`config.mk`:
```
export PLATFORM = sky130hd
export DESIGN_NAME = dma_event_router
export DESIGN_NICKNAME = d
export VERILOG_FILES = /design/src/rtl/dma_evt_pkg.sv /design/src/rtl/dma_evt_onehot.sv /design/src/rtl/dma_done_router.sv /design/src/rtl/dma_err_tracker.sv /design/src/rtl/dma_event_router.sv
export SDC_FILE = /design/constraint.sdc
export NUM_CORES = 1
export LEC_CHECK = 0
export ABC_CLOCK_PERIOD_IN_PS = 1600
export BUFFER_PORTS_ARGS = -buffer_cell sky130_fd_sc_hd__buf_2
export CORE_MARGIN = 1
export CORE_UTILIZATION = 39
export DETAILED_ROUTE_END_ITERATION = 6
export GPL_TIMING_DRIVEN = 0
export PLACE_DENSITY = 0.85
export SLEW_MARGIN = 20
export SYNTH_ARGS = -nofsm -noshare
export SYNTH_HDL_FRONTEND = slang
export SYNTH_SLANG_ARGS = --single-unit
```
`constraint.sdc`:
```
create_clock -name clk -period 1.6 [get_ports clk]
set_input_delay 0 -clock clk [delete_from_list [all_inputs] [get_ports clk]]
set_output_delay 0 -clock clk [all_outputs]
set_load 0.05 [all_outputs]
```
`src/rtl/dma_evt_pkg.sv`:
```
package dma_evt_pkg;
  // Status register layout seen at reg_rdata
  localparam int unsigned STAT_FLAG_BIT = 0;
  localparam int unsigned STAT_CHAN_LSB = 8;
  // Write data bit that clears the error
  localparam int unsigned CLR_BIT       = 0;
endpackage

```
`src/rtl/dma_evt_onehot.sv`:
```
module dma_evt_onehot #(
  parameter int unsigned NUM_CH = 8,
  localparam int unsigned CH_W  = $clog2(NUM_CH)
) (
  input  logic              vld,
  input  logic [CH_W-1:0]   idx,
  output logic [NUM_CH-1:0] hot
);
  for (genvar g = 0; g < NUM_CH; g++) begin : g_dec
    assign hot[g] = vld && (idx == CH_W'(g));
  end
endmodule

```
`src/rtl/dma_done_router.sv`:
```
module dma_done_router #(
  parameter int unsigned NUM_CH = 8
) (
  input  logic              clk,
  input  logic              rst,
  input  logic [NUM_CH-1:0] cmpl_hot,
  input  logic [NUM_CH-1:0] err_hot,
  input  logic [NUM_CH-1:0] sw_mask,
  output logic [NUM_CH-1:0] done_vec,
  output logic              sw_irq
);
  logic [NUM_CH-1:0] live;
  logic [NUM_CH-1:0] periph_d;
  logic [NUM_CH-1:0] soft_d;

  // completion survives only when its channel did not fault this cycle
  assign live     = cmpl_hot & ~err_hot;
  assign periph_d = live & ~sw_mask;
  assign soft_d   = live & sw_mask;

  always_ff @(posedge clk) begin
    if (rst) begin
      done_vec <= '0;
      sw_irq   <= 1'b0;
    end else begin
      done_vec <= periph_d;
      sw_irq   <= |soft_d;
    end
  end
endmodule

```
`src/rtl/dma_err_tracker.sv`:
```
module dma_err_tracker #(
  parameter int unsigned NUM_CH = 8,
  localparam int unsigned CH_W  = $clog2(NUM_CH)
) (
  input  logic              clk,
  input  logic              rst,
  input  logic              err_vld,
  input  logic [CH_W-1:0]   err_ch,
  input  logic [NUM_CH-1:0] err_hot,
  input  logic              clr,
  output logic [NUM_CH-1:0] ch_disable,
  output logic              flag,
  output logic [CH_W-1:0]   first_ch
);
  always_ff @(posedge clk) begin
    if (rst) begin
      ch_disable <= '0;
      flag       <= 1'b0;
      first_ch   <= '0;
    end else begin
      ch_disable <= err_hot;
      if (err_vld) begin
        flag <= 1'b1;
        if (!flag) first_ch <= err_ch;
      end else if (clr) begin
        flag     <= 1'b0;
        first_ch <= '0;
      end
    end
  end
endmodule

```
`src/rtl/dma_event_router.sv`:
```
module dma_event_router
  import dma_evt_pkg::*;
#(
  parameter int unsigned NUM_CH = 8,
  parameter int unsigned DATA_W = 32,
  localparam int unsigned CH_W  = $clog2(NUM_CH)
) (
  input  logic              clk,
  input  logic              rst,
  input  logic              cmpl_vld,
  input  logic [CH_W-1:0]   cmpl_ch,
  input  logic              err_vld,
  input  logic [CH_W-1:0]   err_ch,
  input  logic [NUM_CH-1:0] sw_chan_mask,
  input  logic              reg_wr,
  input  logic [DATA_W-1:0] reg_wdata,
  output logic [DATA_W-1:0] reg_rdata,
  output logic [NUM_CH-1:0] done_vec,
  output logic              sw_irq,
  output logic              err_irq,
  output logic [NUM_CH-1:0] ch_disable
);
  logic [NUM_CH-1:0] cmpl_hot;
  logic [NUM_CH-1:0] err_hot;
  logic              flag;
  logic [CH_W-1:0]   first_ch;
  logic              clr;

  assign clr = reg_wr && reg_wdata[CLR_BIT];

  dma_evt_onehot #(.NUM_CH(NUM_CH)) u_cmpl_dec (
    .vld(cmpl_vld), .idx(cmpl_ch), .hot(cmpl_hot));

  dma_evt_onehot #(.NUM_CH(NUM_CH)) u_err_dec (
    .vld(err_vld), .idx(err_ch), .hot(err_hot));

  dma_done_router #(.NUM_CH(NUM_CH)) u_route (
    .clk(clk), .rst(rst), .cmpl_hot(cmpl_hot), .err_hot(err_hot),
    .sw_mask(sw_chan_mask), .done_vec(done_vec), .sw_irq(sw_irq));

  dma_err_tracker #(.NUM_CH(NUM_CH)) u_err (
    .clk(clk), .rst(rst), .err_vld(err_vld), .err_ch(err_ch),
    .err_hot(err_hot), .clr(clr), .ch_disable(ch_disable),
    .flag(flag), .first_ch(first_ch));

  always_comb begin
    reg_rdata = '0;
    reg_rdata[STAT_FLAG_BIT] = flag;
    reg_rdata[STAT_CHAN_LSB +: CH_W] = first_ch;
  end

  assign err_irq = flag;
endmodule

```
# Yosys cells after proc, flatten, opt, wreduce, memory -nomap -nowiden
# Cells that the tools add are included.
# word_totals
register_bits,21
latchBits,0
mem_bits_rw,0
rom_bits,0
inputBits,51
wordCells,52
n_memories,0
# op_classes
addsub,0
mul,0
div_mod_pow,0
n_lt_le_gt_ge,0
n_eq_ne,15
shifts,0
muxes,5
n_bitwise,5
n_reduce_logical,22
# ops
cell,count
bitwise AND 8 bit,3
== test 3 bit (second input constant),8
logical AND 1 bit,17
inverter 8 bit,2
== test 3 x 2 -> 1 bit (second input constant),4
two-way mux 3 bit,3
OR reduction 8 bit,1
== test 3 x 1 -> 1 bit (second input constant),2
logical NOT 3 bit,2
two-way mux 1 bit,2
!= test 2 bit (second input constant),1
AND reduction 2 bit,1
nonzero test 2 bit,1

# Longest topological paths before layout
# depth
ltp_word,6
mapped_depth,5

# By module
# A second synthesis with hierarchy kept.
# hier_totals
cells_unflattened,111
hier_area_um2,1149.9
# modules_own_cells
mod,n_inst,cells_each,area_per_inst_um2,seq_area_each_um2
dma_err_tracker,1,35,382.9,240.2
dma_done_router,1,29,346.6,180.2
dma_event_router,1,31,227.7,0.0
dma_evt_onehot,2,8,96.3,0.0

# Least setup slack after synthesis
# No wires, ideal clock.
# synth_path
kind,reg-to-reg
startpoint,reg u_err.flag
endpoint,reg u_err.first_ch[0]
t_arrival_ns,1.209
slack_ns,0.325
stages_incl_launch_ff,5
period_less_slack_ns,1.275
path_cell_list,dfxtp_1 -> nor2b_1 -> o21ba_2 -> a22oi_1 -> nor2_1
# synth_via
elab_chain_cells,2
# synth_lines
element,line_no,text
"start, declared",dma_err_tracker.sv:12,"output logic flag,"
"start signal, assigned",dma_err_tracker.sv:18,flag <= 1'b0;
"start signal, assigned",dma_err_tracker.sv:23,flag <= 1'b1;
"start signal, assigned",dma_err_tracker.sv:26,flag <= 1'b0;
!= test 2 bit (no source line),-,
AND reduction 2 bit (no source line),-,
"end signal, assigned",dma_err_tracker.sv:24,if (!flag) first_ch <= err_ch;
"end, declared",dma_err_tracker.sv:13,output logic [CH_W-1:0] first_ch
# Every way passes these cells.
# A chain may end at the register's enable or synchronous reset.

# Worst setup path in the final report
# layout_path
startpoint,in err_vld
endpoint,reg u_err.ch_disable[0]
# layout_via
elab_chain_cells,1
# layout_lines
element,line_no,text
"start, declared",dma_event_router.sv:12,"input logic err_vld,"
logical AND 1 bit,dma_evt_onehot.sv:10,assign hot[g] = vld && (idx == CH_W'(g));
"end signal, assigned",dma_err_tracker.sv:21,ch_disable <= err_hot;
"end, declared",dma_err_tracker.sv:11,"output logic [NUM_CH-1:0] ch_disable,"
# Every way passes these cells.

==> metrics.yaml <==
yosysWarningCount: 0
skew_ps: 0.0775
synth_area_leader_cell: "dfxtp_1"
port_buffers: 39
grt_max_degree: 12
die_x_um: 54.4
diodes: 0
ant_nets: 0
dieArea_mm2: 0.00296
dieHeight_um: 54.4
grt_pass1_vias: 869
dp_slack_ps: 527
h-tree-depth: 1
vias: 987
area_delta_synth_final_pct: 44.8
start_util_pct: 42.1
worstSetupPathType: "in -> reg"
synth_area_mm2: 0.00107
clock-root-buffer: "clkbuf_4"
ys_seq_elements: 21
fp.coreArea_mm2: 0.00254
rsz0062_at_grt: "no"
cts_buffers: 3
maxSlewViolCount: 0
clk_pin_slew_ps: 110
rows: 18
clock-sinks: 21
tns_ps: 0
totalWireLength_um: 2250
period_share_pct: 91.0
crit_path_end_kind: "flip-flop"
ys_async_sr_fraction_pct: 0
power_mw: 1.20
grt_antenna_before_repair: 0
synth_edf_count: 0
clock_latency_ps: 300
drt_pass1_iterations: 4
maxCapViolCount: 0
crit_path_start_kind: "input port"
p_per_area_mw_per_mm2: 770
placed_area_mm2: 0.00141
setup_violations: 0
drt_iter0_drc: 11
globalplace.congestion: 0.795
fin_area_mm2: 0.00155
cp_max_fo: 7
timing.fmax_mhz: 687
num-nets-final: 250
hold-worst-slack_ps: 23.9
synthTopCellsByArea: "dfxtp_1, buf_4, nor2_1"
grt_overflow_total: 0
cts_hold_buf: 12
ir_drop_uv: 518
grt_pass1_wl_um: 3550
routedWlPerCell_um: 9.86
yosysMostFrequentCell: "buf_4"
synth_top_flop_cell: "dfxtp_1"
cts_resized: 0
critical_path_required_ps: 1850
final_cells: 228
ys_seq_area_share_pct: 39.2
layout_min_cycle_time_ps: 1460
p_leak_nw: 0.810
hold_viol: 0
syn_inst: 116
final_util_pct: 61.0
vias_per_cell: 4.33
netlist_top_cells_count: "buf_4, dfxtp_1, nor2_1"
cts_tree: "yes"
synth_top_area_share_pct: 39.2
io_pins: 101
grt.total_usage_pct: 16.7
cts_setup_buffers: 0
clock_path_buffers: 2
synth_area_per_cell_um2: 9.24
outcome: "completed"
dp.cells: 212
drc: 0
hpwl_um: 1710
ys_types: 33
worst_slack_ps: 144
critPathArrivalTime_ps: 1710
drive_gt1_share_pct: 40.4
min_path_type: "in -> reg"
==> cells in the final DEF, fill, tap and decap left out, types with 2 or more instances in the layout <==
cell,count
a22oi_1,3
conb_1,28
o21ai_0,2
nand2_1,5
dfxtp_1,21
nor2_1,11
buf_4,30
clkbuf_4,3
nand3b_1,2
nor3_1,5
nand2b_1,3
inv_1,2
nor2b_1,2
dlygate4sd3_1,12
a31oi_1,4
nor4_1,2
o2111a_1,2
clkbuf_1,3
nand2b_4,2
buf_2,39
nor4b_1,2
==> routing by layer <==
layer  wire length [um]  global-route usage (%)  vias up  share of wire, %
li1                   -                       -      510                 -
met1                884                    18.7      422                39
met2               1130                    30.1       50                50
met3                198                    2.50        5               8.8
met4                 36                    8.55        0               1.6
met5                  0                       0        -                 0
==> where the power goes <==
part	internal, mW	switching, mW	leakage, nW
combinational	0.127	0.276	0.624
sequential	0.535	0.00489	0.171
clock	0.0973	0.154	0.0150
total	0.760	0.435	0.810
==> final timing paths <==
| check | endpoint | cells past startpoint | slack [ps] | start |
|---|---|---|---|---|
| worst min-delay path | u_err.first_ch[1] | 3 | 20 | err_ch[1] |
| worst max register to register | u_err.first_ch[0] | 4 | 490 | u_err.flag |
| worst max-delay path | u_err.ch_disable[0] | 6 | 140 | err_vld |
| worst min register to register | u_err.first_ch[1] | 2 | 510 | u_err.first_ch[1] |
==> flip-flops by register name, indices dropped and copies added, names as in the netlist <==
register / count
u_err.ch_disable: 8
u_route.done_vec: 8
u_err.first_ch: 3
u_err.flag: 1
u_route.sw_irq: 1
==> worst max-delay path, stage by stage <==
cell and delay (ps):
dlygate4sd3_1 530, buf_2 170, nor2b_1 190, nand2b_1 130, nor3_1 130, dlygate4sd3_1 560
==> logic make-up (layout without fill, tap and decap cells) <==
group / Yosys count / after routing / synth area share, %
buf+inv: 35 / 90 / 23.5
simple gates: 39 / 39 / 21.2
other cells: 1 / 28 / 0.350
compound gates: 20 / 20 / 15.8
flops: 21 / 21 / 39.2
==> final cells by class <==
class / instances / area (um2)
clock buffers: 4 / 26.3
fillers: 234 / 992
repair buffers: 51 / 315
plain buffers: 33 / 244
flip-flops and latches: 21 / 420
multi-input cells: 87 / 502
inverters: 2 / 7.51
well taps: 30 / 37.5
Note: power is estimated with default switching activity, not from simulation.
